File: src/rtl/etour_pkg.sv
package etour_pkg;
  typedef enum logic [1:0] {
    M_DEPTH = 2'd0,
    M_PRE   = 2'd1,
    M_POST  = 2'd2
  } metric_e;

  localparam int NUM_METRICS = 3;

  // per-edge weight for each metric, selected by direction
  function automatic logic signed [1:0] edge_weight(metric_e k, logic up);
    case (k)
      M_DEPTH: return up ? -2'sd1 : 2'sd1;
      M_PRE:   return up ?  2'sd0 : 2'sd1;
      default: return up ?  2'sd1 : 2'sd0;
    endcase
  endfunction
endpackage

File: src/rtl/etour_prefix.sv
module etour_prefix
  import etour_pkg::*;
#(
  parameter int      W    = 6,
  parameter metric_e KIND = M_DEPTH
) (
  input  logic                clk,
  input  logic                rst_n,
  input  logic                step,
  input  logic                up,
  input  logic                last,
  output logic signed [W-1:0] sum_now
);
  logic signed [1:0]   wt;
  logic signed [W-1:0] wt_ext;
  logic signed [W-1:0] acc_q;

  assign wt      = edge_weight(KIND, up);
  assign wt_ext  = {{(W-2){wt[1]}}, wt};
  // prefix including the current edge
  assign sum_now = acc_q + wt_ext;

  always_ff @(posedge clk) begin
    if (!rst_n)    acc_q <= '0;
    else if (step) acc_q <= last ? '0 : sum_now;
  end
endmodule

File: src/rtl/etour_node_table.sv
module etour_node_table #(
  parameter int N     = 16,
  parameter int IDX_W = 4,
  parameter int CNT_W = 5,
  parameter int SUM_W = 6
) (
  input  logic                    clk,
  input  logic                    rst_n,
  input  logic                    dn_we,
  input  logic [IDX_W-1:0]        dn_idx,
  input  logic signed [SUM_W-1:0] dn_level,
  input  logic [CNT_W-1:0]        dn_pre,
  input  logic [CNT_W-1:0]        dn_mark,
  input  logic                    up_we,
  input  logic [IDX_W-1:0]        up_idx,
  input  logic [CNT_W-1:0]        up_post,
  input  logic                    root_we,
  input  logic [IDX_W-1:0]        root_idx,
  input  logic [CNT_W-1:0]        root_n,
  input  logic [IDX_W-1:0]        rd_idx,
  output logic signed [SUM_W-1:0] rd_level,
  output logic [CNT_W-1:0]        rd_pre,
  output logic [CNT_W-1:0]        rd_post,
  output logic [CNT_W-1:0]        rd_size
);
  logic signed [SUM_W-1:0] lvl_a  [N];
  logic [CNT_W-1:0]        pre_a  [N];
  logic [CNT_W-1:0]        post_a [N];
  logic [CNT_W-1:0]        size_a [N];

  for (genvar i = 0; i < N; i++) begin : g_ent
    logic signed [SUM_W-1:0] lvl_q;
    logic [CNT_W-1:0]        pre_q, post_q, size_q, mark_q;
    logic                    hit_root, hit_dn, hit_up;

    assign hit_root = root_we && (root_idx == IDX_W'(i));
    assign hit_dn   = dn_we   && (dn_idx   == IDX_W'(i));
    assign hit_up   = up_we   && (up_idx   == IDX_W'(i));

    always_ff @(posedge clk) begin
      if (!rst_n) begin
        lvl_q  <= '0;
        pre_q  <= '0;
        post_q <= '0;
        size_q <= '0;
        mark_q <= '0;
      end else if (hit_root) begin
        lvl_q  <= '0;
        pre_q  <= CNT_W'(1);
        post_q <= root_n;
        size_q <= root_n;
      end else begin
        if (hit_dn) begin
          lvl_q  <= dn_level;
          pre_q  <= dn_pre;
          mark_q <= dn_mark;
        end
        if (hit_up) begin
          post_q <= up_post;
          size_q <= up_post - mark_q;
        end
      end
    end

    assign lvl_a[i]  = lvl_q;
    assign pre_a[i]  = pre_q;
    assign post_a[i] = post_q;
    assign size_a[i] = size_q;
  end

  assign rd_level = lvl_a[rd_idx];
  assign rd_pre   = pre_a[rd_idx];
  assign rd_post  = post_a[rd_idx];
  assign rd_size  = size_a[rd_idx];
endmodule

File: src/rtl/etour_stats.sv
module etour_stats
  import etour_pkg::*;
#(
  parameter int MAX_NODES = 16,
  parameter int IDX_W     = $clog2(MAX_NODES),
  parameter int CNT_W     = $clog2(MAX_NODES + 1),
  parameter int SUM_W     = CNT_W + 1
) (
  input  logic                    clk,
  input  logic                    rst_n,
  input  logic                    ev_valid,
  output logic                    ev_ready,
  input  logic                    ev_up,
  input  logic                    ev_last,
  input  logic [IDX_W-1:0]        ev_parent,
  input  logic [IDX_W-1:0]        ev_child,
  output logic                    tour_done,
  input  logic [IDX_W-1:0]        rd_idx,
  output logic signed [SUM_W-1:0] rd_level,
  output logic [CNT_W-1:0]        rd_pre,
  output logic [CNT_W-1:0]        rd_post,
  output logic [CNT_W-1:0]        rd_size
);
  logic                    rdy_q, done_q, take;
  logic signed [SUM_W-1:0] sum_now [NUM_METRICS];
  logic [CNT_W-1:0]        pre_cnt, post_cnt;

  assign take = ev_valid && rdy_q;

  for (genvar g = 0; g < NUM_METRICS; g++) begin : g_pfx
    etour_prefix #(.W(SUM_W), .KIND(metric_e'(g))) u_pfx (
      .clk     (clk),
      .rst_n   (rst_n),
      .step    (take),
      .up      (ev_up),
      .last    (ev_last),
      .sum_now (sum_now[g])
    );
  end

  assign pre_cnt  = sum_now[M_PRE][CNT_W-1:0];
  assign post_cnt = sum_now[M_POST][CNT_W-1:0];

  etour_node_table #(.N(MAX_NODES), .IDX_W(IDX_W), .CNT_W(CNT_W), .SUM_W(SUM_W)) u_tab (
    .clk      (clk),
    .rst_n    (rst_n),
    .dn_we    (take && !ev_up),
    .dn_idx   (ev_child),
    .dn_level (sum_now[M_DEPTH]),
    .dn_pre   (pre_cnt + CNT_W'(1)),
    .dn_mark  (post_cnt),
    .up_we    (take && ev_up),
    .up_idx   (ev_child),
    .up_post  (post_cnt),
    .root_we  (take && ev_last),
    .root_idx (ev_parent),
    .root_n   (post_cnt + CNT_W'(1)),
    .rd_idx   (rd_idx),
    .rd_level (rd_level),
    .rd_pre   (rd_pre),
    .rd_post  (rd_post),
    .rd_size  (rd_size)
  );

  always_ff @(posedge clk) begin
    if (!rst_n) begin
      rdy_q  <= 1'b0;
      done_q <= 1'b0;
    end else begin
      rdy_q <= 1'b1;
      if (take) done_q <= ev_last;
    end
  end

  assign ev_ready  = rdy_q;
  assign tour_done = done_q;
endmodule

File: config.mk
export PLATFORM = sky130hd
export DESIGN_NAME = etour_stats
export DESIGN_NICKNAME = d
export VERILOG_FILES = /design/src/rtl/etour_pkg.sv /design/src/rtl/etour_prefix.sv /design/src/rtl/etour_node_table.sv /design/src/rtl/etour_stats.sv
export SDC_FILE = /design/constraint.sdc
export NUM_CORES = 1
export LEC_CHECK = 0
export BUFFER_PORTS_ARGS = -buffer_cell sky130_fd_sc_hd__buf_2
export CAP_MARGIN = 10
export CORE_UTILIZATION = 55
export CTS_BUF_LIST = sky130_fd_sc_hd__clkbuf_2
export CTS_CLUSTER_SIZE = 24
export DETAILED_ROUTE_END_ITERATION = 8
export GPL_TIMING_DRIVEN = 0
export HOLD_SLACK_MARGIN = 0.05
export PLACE_DENSITY = 0.76
export SLEW_MARGIN = 5
export SYNTH_ARGS = -nofsm -noshare
export SYNTH_HDL_FRONTEND = slang
export SYNTH_HIERARCHICAL = 1
export SYNTH_SLANG_ARGS = --single-unit
File: constraint.sdc
create_clock -name clk -period 9.1 [get_ports clk]
set_clock_uncertainty 0.05 [all_clocks]
set_input_delay 2.73 -clock clk [delete_from_list [all_inputs] [get_ports clk]]
set_output_delay 2.73 -clock clk [all_outputs]
set_load 0.005 [all_outputs]
=== After elaboration in Yosys (flattened, before gate mapping) ===
Cells that the tools add are included.

* Add/sub/neg operators: 21
* Equal/unequal tests: 30
* Mux-type cells: 115
* $lt $le $gt $ge: 1
* Bitwise logic cells: 18
* Reductions and logical operators: 119

{| class="wikitable"
|+ Operator list
! operator !! count
|-
| 2-to-1 mux 5 bit || 70
|-
| subtractor 5 bit || 16
|-
| == test 4 bit (second input constant) || 16
|-
| nonzero test 2 bit || 32
|-
| binary-select mux 5 bit (select 4 bit) || 3
|-
| logical AND 1 bit || 52
|-
| 2-to-1 mux 1 bit || 35
|-
| == test 4 x 3 -> 1 bit (second input constant) || 8
|-
| AND reduction 2 bit || 16
|-
| OR reduction 2 bit || 16
|-
| 2-to-1 mux 6 bit || 5
|-
| binary-select mux 6 bit (select 4 bit) || 1
|-
| adder 6 x 2 -> 6 bit || 3
|-
| NOT 1 bit || 17
|-
| == test 4 x 2 -> 1 bit (second input constant) || 4
|-
| adder 5 x 1 -> 5 bit (second input constant) || 2
|-
| == test 4 x 1 -> 1 bit (second input constant) || 2
|-
| logical NOT 4 bit || 2
|-
| >= comparator 5 bit (second input constant) || 1
|-
| NOT 4 -> 5 bit || 1
|-
| 2-to-1 mux 2 bit || 1
|-
| logical NOT 1 bit || 1
|}

* Logic and storage cells: 405
* Input bits: 17
* Output and inout bits: 23
* Bits in registers: 436

=== Longest topological paths before layout ===
* Word-level depth: 5
* Mapped depth: 11
* Gate-level depth less buffers: 9

=== Hierarchy ===
The synthesis kept the hierarchy.

{| class="wikitable"
|+ Modules (own cells, without submodules)
! module !! seq. area each (sq um) !! cells each !! area an instance (sq um) !! instances
|-
| etour_node_table || 8328.0 || 2588 || 21150.3 || 1
|-
| etour_prefix (g_pfx[0].u_pfx) || 120.1 || 43 || 427.9 || 1
|-
| etour_prefix (g_pfx[1].u_pfx) || 120.1 || 39 || 366.6 || 1
|-
| etour_prefix (g_pfx[2].u_pfx) || 120.1 || 38 || 359.1 || 1
|-
| etour_stats || 40.0 || 22 || 192.7 || 1
|}

=== Worst setup path before layout ===
Ideal clock, no wire load.

* Path type: input port to output port
* From: input port rd_idx[0]
* To: output port rd_level[1]
* Stages: 5
* Data required time: 6.320 ns
* Path slack: 2.282 ns
* Data arrival time: 4.038 ns
* Buffers on the path: 2
* Cells stage by stage: buf_2 buf_2 mux4_2 a22oi_1 nand2_1

* Word-level cells in the longest chain between the ends: 4

{| class="wikitable"
|+ RTL lines
! item !! RTL line !! RTL
|-
| start: declaration || etour_stats.sv:18 || <nowiki>input logic [IDX_W-1:0] rd_idx,</nowiki>
|-
| NOT 4 -> 5 bit (not written as such) || etour_node_table.sv:71 || <nowiki>assign rd_level = lvl_a[rd_idx];</nowiki>
|-
| binary-select mux 6 bit (select 4 bit) || etour_node_table.sv:71 ||
|-
| 2-to-1 mux 6 bit (not written as such) (2 in a row) || etour_node_table.sv:71 ||
|-
| end: declaration || etour_stats.sv:19 || <nowiki>output logic signed [SUM_W-1:0] rd_level,</nowiki>
|}

Every way passes these cells. The select of a mux whose other input is x is not followed.

=== Worst setup path in the final report ===
* From: input port rd_idx[1]
* To: output port rd_post[1]

* Word-level cells in the longest chain between the ends: 4

{| class="wikitable"
|+ RTL lines
! item !! RTL line !! RTL
|-
| NOT 4 -> 5 bit (not written as such) || etour_node_table.sv:73 || <nowiki>assign rd_post = post_a[rd_idx];</nowiki>
|-
| binary-select mux 5 bit (select 4 bit) || etour_node_table.sv:73 ||
|-
| 2-to-1 mux 5 bit (not written as such) (2 in a row) || etour_node_table.sv:73 ||
|-
| end: declaration || etour_stats.sv:21 || <nowiki>output logic [CNT_W-1:0] rd_post,</nowiki>
|}

Every way passes these cells. The select of a mux whose other input is x is not followed.

==> flow_summary_export.csv <==
group,metric,value,unit
sta,rsz_0062_raised_after_global_routing,"no",
route,finalWirelength,82000,um
global_routing,grt_remaining_overflow,0,
sta,layout_worst_path_cycle_share,0.866,
synthesis,synth.avg_cell_area,8.24,um^2
clock_tree,cts_num_sinks,434,
sta,max_freq,127,MHz
global_routing,groute.usage.overall,0.397,
setup_path,reg2reg_depth,11,
global_routing,grt_max_degree,29,
status,run_status,"completed",
clock_tree,clk_path_buf_depth,3,
setup_path,critical_path_arrival,5100,ps
place,numPlacedInstances,3277,
global_routing,grt_first_pass_wirelength,123000,um
setup_path,crit_type,"input pin to output pin",
synthesis,yosys_warning_total,6,
clock_tree,cts-buffers-inserted,111,
route,post-route-drc-count,0,
setup_path,startpoint,"rd_idx[1]",
sta,worst-slew-pin-transition,1430,ps
route,routed_wire_length_per_instance,23.6,um
setup_path,r2r_end,"u_tab/g_ent[1].size_q[2]",
setup_path,critical_path_required,6320,ps
route,route.vias.total,21939,
clock_tree,post_cts.repair.setup_buffers,0,
sta,finalHoldViolCount,0,
clock_tree,cts_root_buffer,"sky130_fd_sc_hd__clkbuf_2",
setup_path,endpoint,"rd_post[1]",
die,row_count,73,
synthesis,synthesis.instances,2711,
die,num_io_pins,40,
sta,timing.max_slew.rel_slack,0.0414,
power,power_leakage,8.44,nW
run,max_cap_violations,0,
sta,setup_viol,0,
place,port_buffers,37,
global_routing,grt_antenna_before_repair,5,
sta,final.setup.tns,0,ps
place,pre_cts_ws,1330,ps
power,worst_ir_drop_vdd,0.0867,mV
die,initial_core_utilization,0.560,
power,finalPower,0.00356,W
setup_path,worstPathMaxFanout,10,
synthesis,synth_area,0.0223,mm^2
sta,setup_slack,1220,ps
setup_path,start_kind,"input pin",
sta,report.final.slew_viol_count,0,
setup_path,rrSetupSlack,5130,ps
global_routing,vias_in_the_first_global_route,21021,
layout,layout-area-overhead-vs-synth,8.70,%
place,dp_hpwl,60900,um
setup_path,r2r-start,"g_pfx[2].u_pfx/acc_q[0]",
layout,finalNetCount,2973,
power,power.density,147,mW/mm^2
clock_tree,clkTransAtPathRegs,90,ps
clock_tree,hold_buffers,0,
sta,fin_hold_ws,407,ps
route,drtIter0Drc,3068,
die,die_w,204,um
route,drt_first_pass_iters,6,
place,finalWeightedCongestion,1.01,
layout,layout-drive-gt1-share,0.127,
route,avgViaCountPerCell,6.31,
route,final_antenna_net_count,0,
die,die_y,204,um
clock_tree,cts.htree.levels,3,
synthesis,synthesis.nets,2819,
die,fp.dieArea,0.0414,mm^2
clock_tree,ctsResizeCount,0,
setup_path,worstSetupEndpointType,"output pin",
clock_tree,clk_latency,1120,ps
hold_path,hold_class,"flip-flop to flip-flop",
die,fp.coreArea,0.0399,mm^2
layout,final_instance_count_without_filler_cells,3475,
clock_tree,tritoncts,"yes",
sta,fin_crit,7880,ps
worst max-delay path, cell delays in order:
cell and delay (ps):
sky130_fd_sc_hd__clkbuf_1 740, sky130_fd_sc_hd__clkbuf_1 640, sky130_fd_sc_hd__mux4_2 480, sky130_fd_sc_hd__a22oi_1 160
sky130_fd_sc_hd__nand2_1 170, sky130_fd_sc_hd__buf_2 170
layout make-up:
type                       count  area, um^2
antenna                        4        10.0
buffer                       205         826
clock buffer                 162         811
clock inverter                32         183
fill                        3522       15600
inverter                      72         270
multi-input combinational   2000       12600
sequential                   434        8690
tap                          525         657
timing repair buffer          41         255
cell usage in the layout, fill, tap and decap left out, drive strengths merged, types with 19 or more instances in the layout:
cell and instances:
xnor2 24, nor2 68, a22oi 44, xor2 23, nand3b 39, clkinv 30
nand3 122, nor3 32, o21ai 104, ha 74, mux4 84, dfxtp 434
inv 71, nor2b 24, a31oi 117, and3b 19, nand2 713, a21boi 35
a21oi 313, buf 87, clkbuf 321
through the flow:
step,area [um^2],util
6_report,24300,0.608
3_3_place_gp,23200,0.581
4_1_cts,24300,0.608
5_1_grt,24300,0.608
3_5_place_dp,23300,0.583
2_1_floorplan,22300,-
sequential cells by signal (all words and copies together), names as in the netlist:
name	cells
tour_done	1
u_tab/g_ent.size_q	80
u_tab/g_ent.lvl_q	96
u_tab/g_ent.mark_q	80
u_tab/g_ent.pre_q	80
ev_ready	1
g_pfx.u_pfx/acc_q	16
u_tab/g_ent.post_q	80
metal layers:
metal | GRT usage | wire, um | up-vias
met2 | 0.598 | 35800 | 1425
li1 | - | - | 9873
met1 | 0.499 | 31600 | 10346
met5 | 0 | 22 | -
met4 | 0.246 | 4980 | 2
met3 | 0.116 | 9660 | 293
power by group:
part           leakage, nW  switching [W]  total (W)  internal (W)
sequential            3.50     0.00000650    0.00192       0.00191
combinational         4.19       0.000212   0.000288     0.0000754
clock                0.752       0.000826    0.00136      0.000531
worst min path at each step:
stage | from | to | slack, ps | depth (start not counted)
2_1_floorplan | u_tab/g_ent[10].lvl_q[0] | u_tab/g_ent[10].lvl_q[0] | 380 | 2
3_3_place_gp | u_tab/g_ent[1].pre_q[3] | u_tab/g_ent[1].pre_q[3] | 390 | 2
3_5_place_dp | u_tab/g_ent[10].pre_q[3] | u_tab/g_ent[10].pre_q[3] | 390 | 2
4_1_cts | u_tab/g_ent[10].pre_q[3] | u_tab/g_ent[10].pre_q[3] | 410 | 2
5_1_grt | u_tab/g_ent[3].lvl_q[1] | u_tab/g_ent[3].lvl_q[1] | 430 | 2
6_report | u_tab/g_ent[10].pre_q[3] | u_tab/g_ent[10].pre_q[3] | 410 | 2
Note: power is estimated with default switching activity, not from simulation.
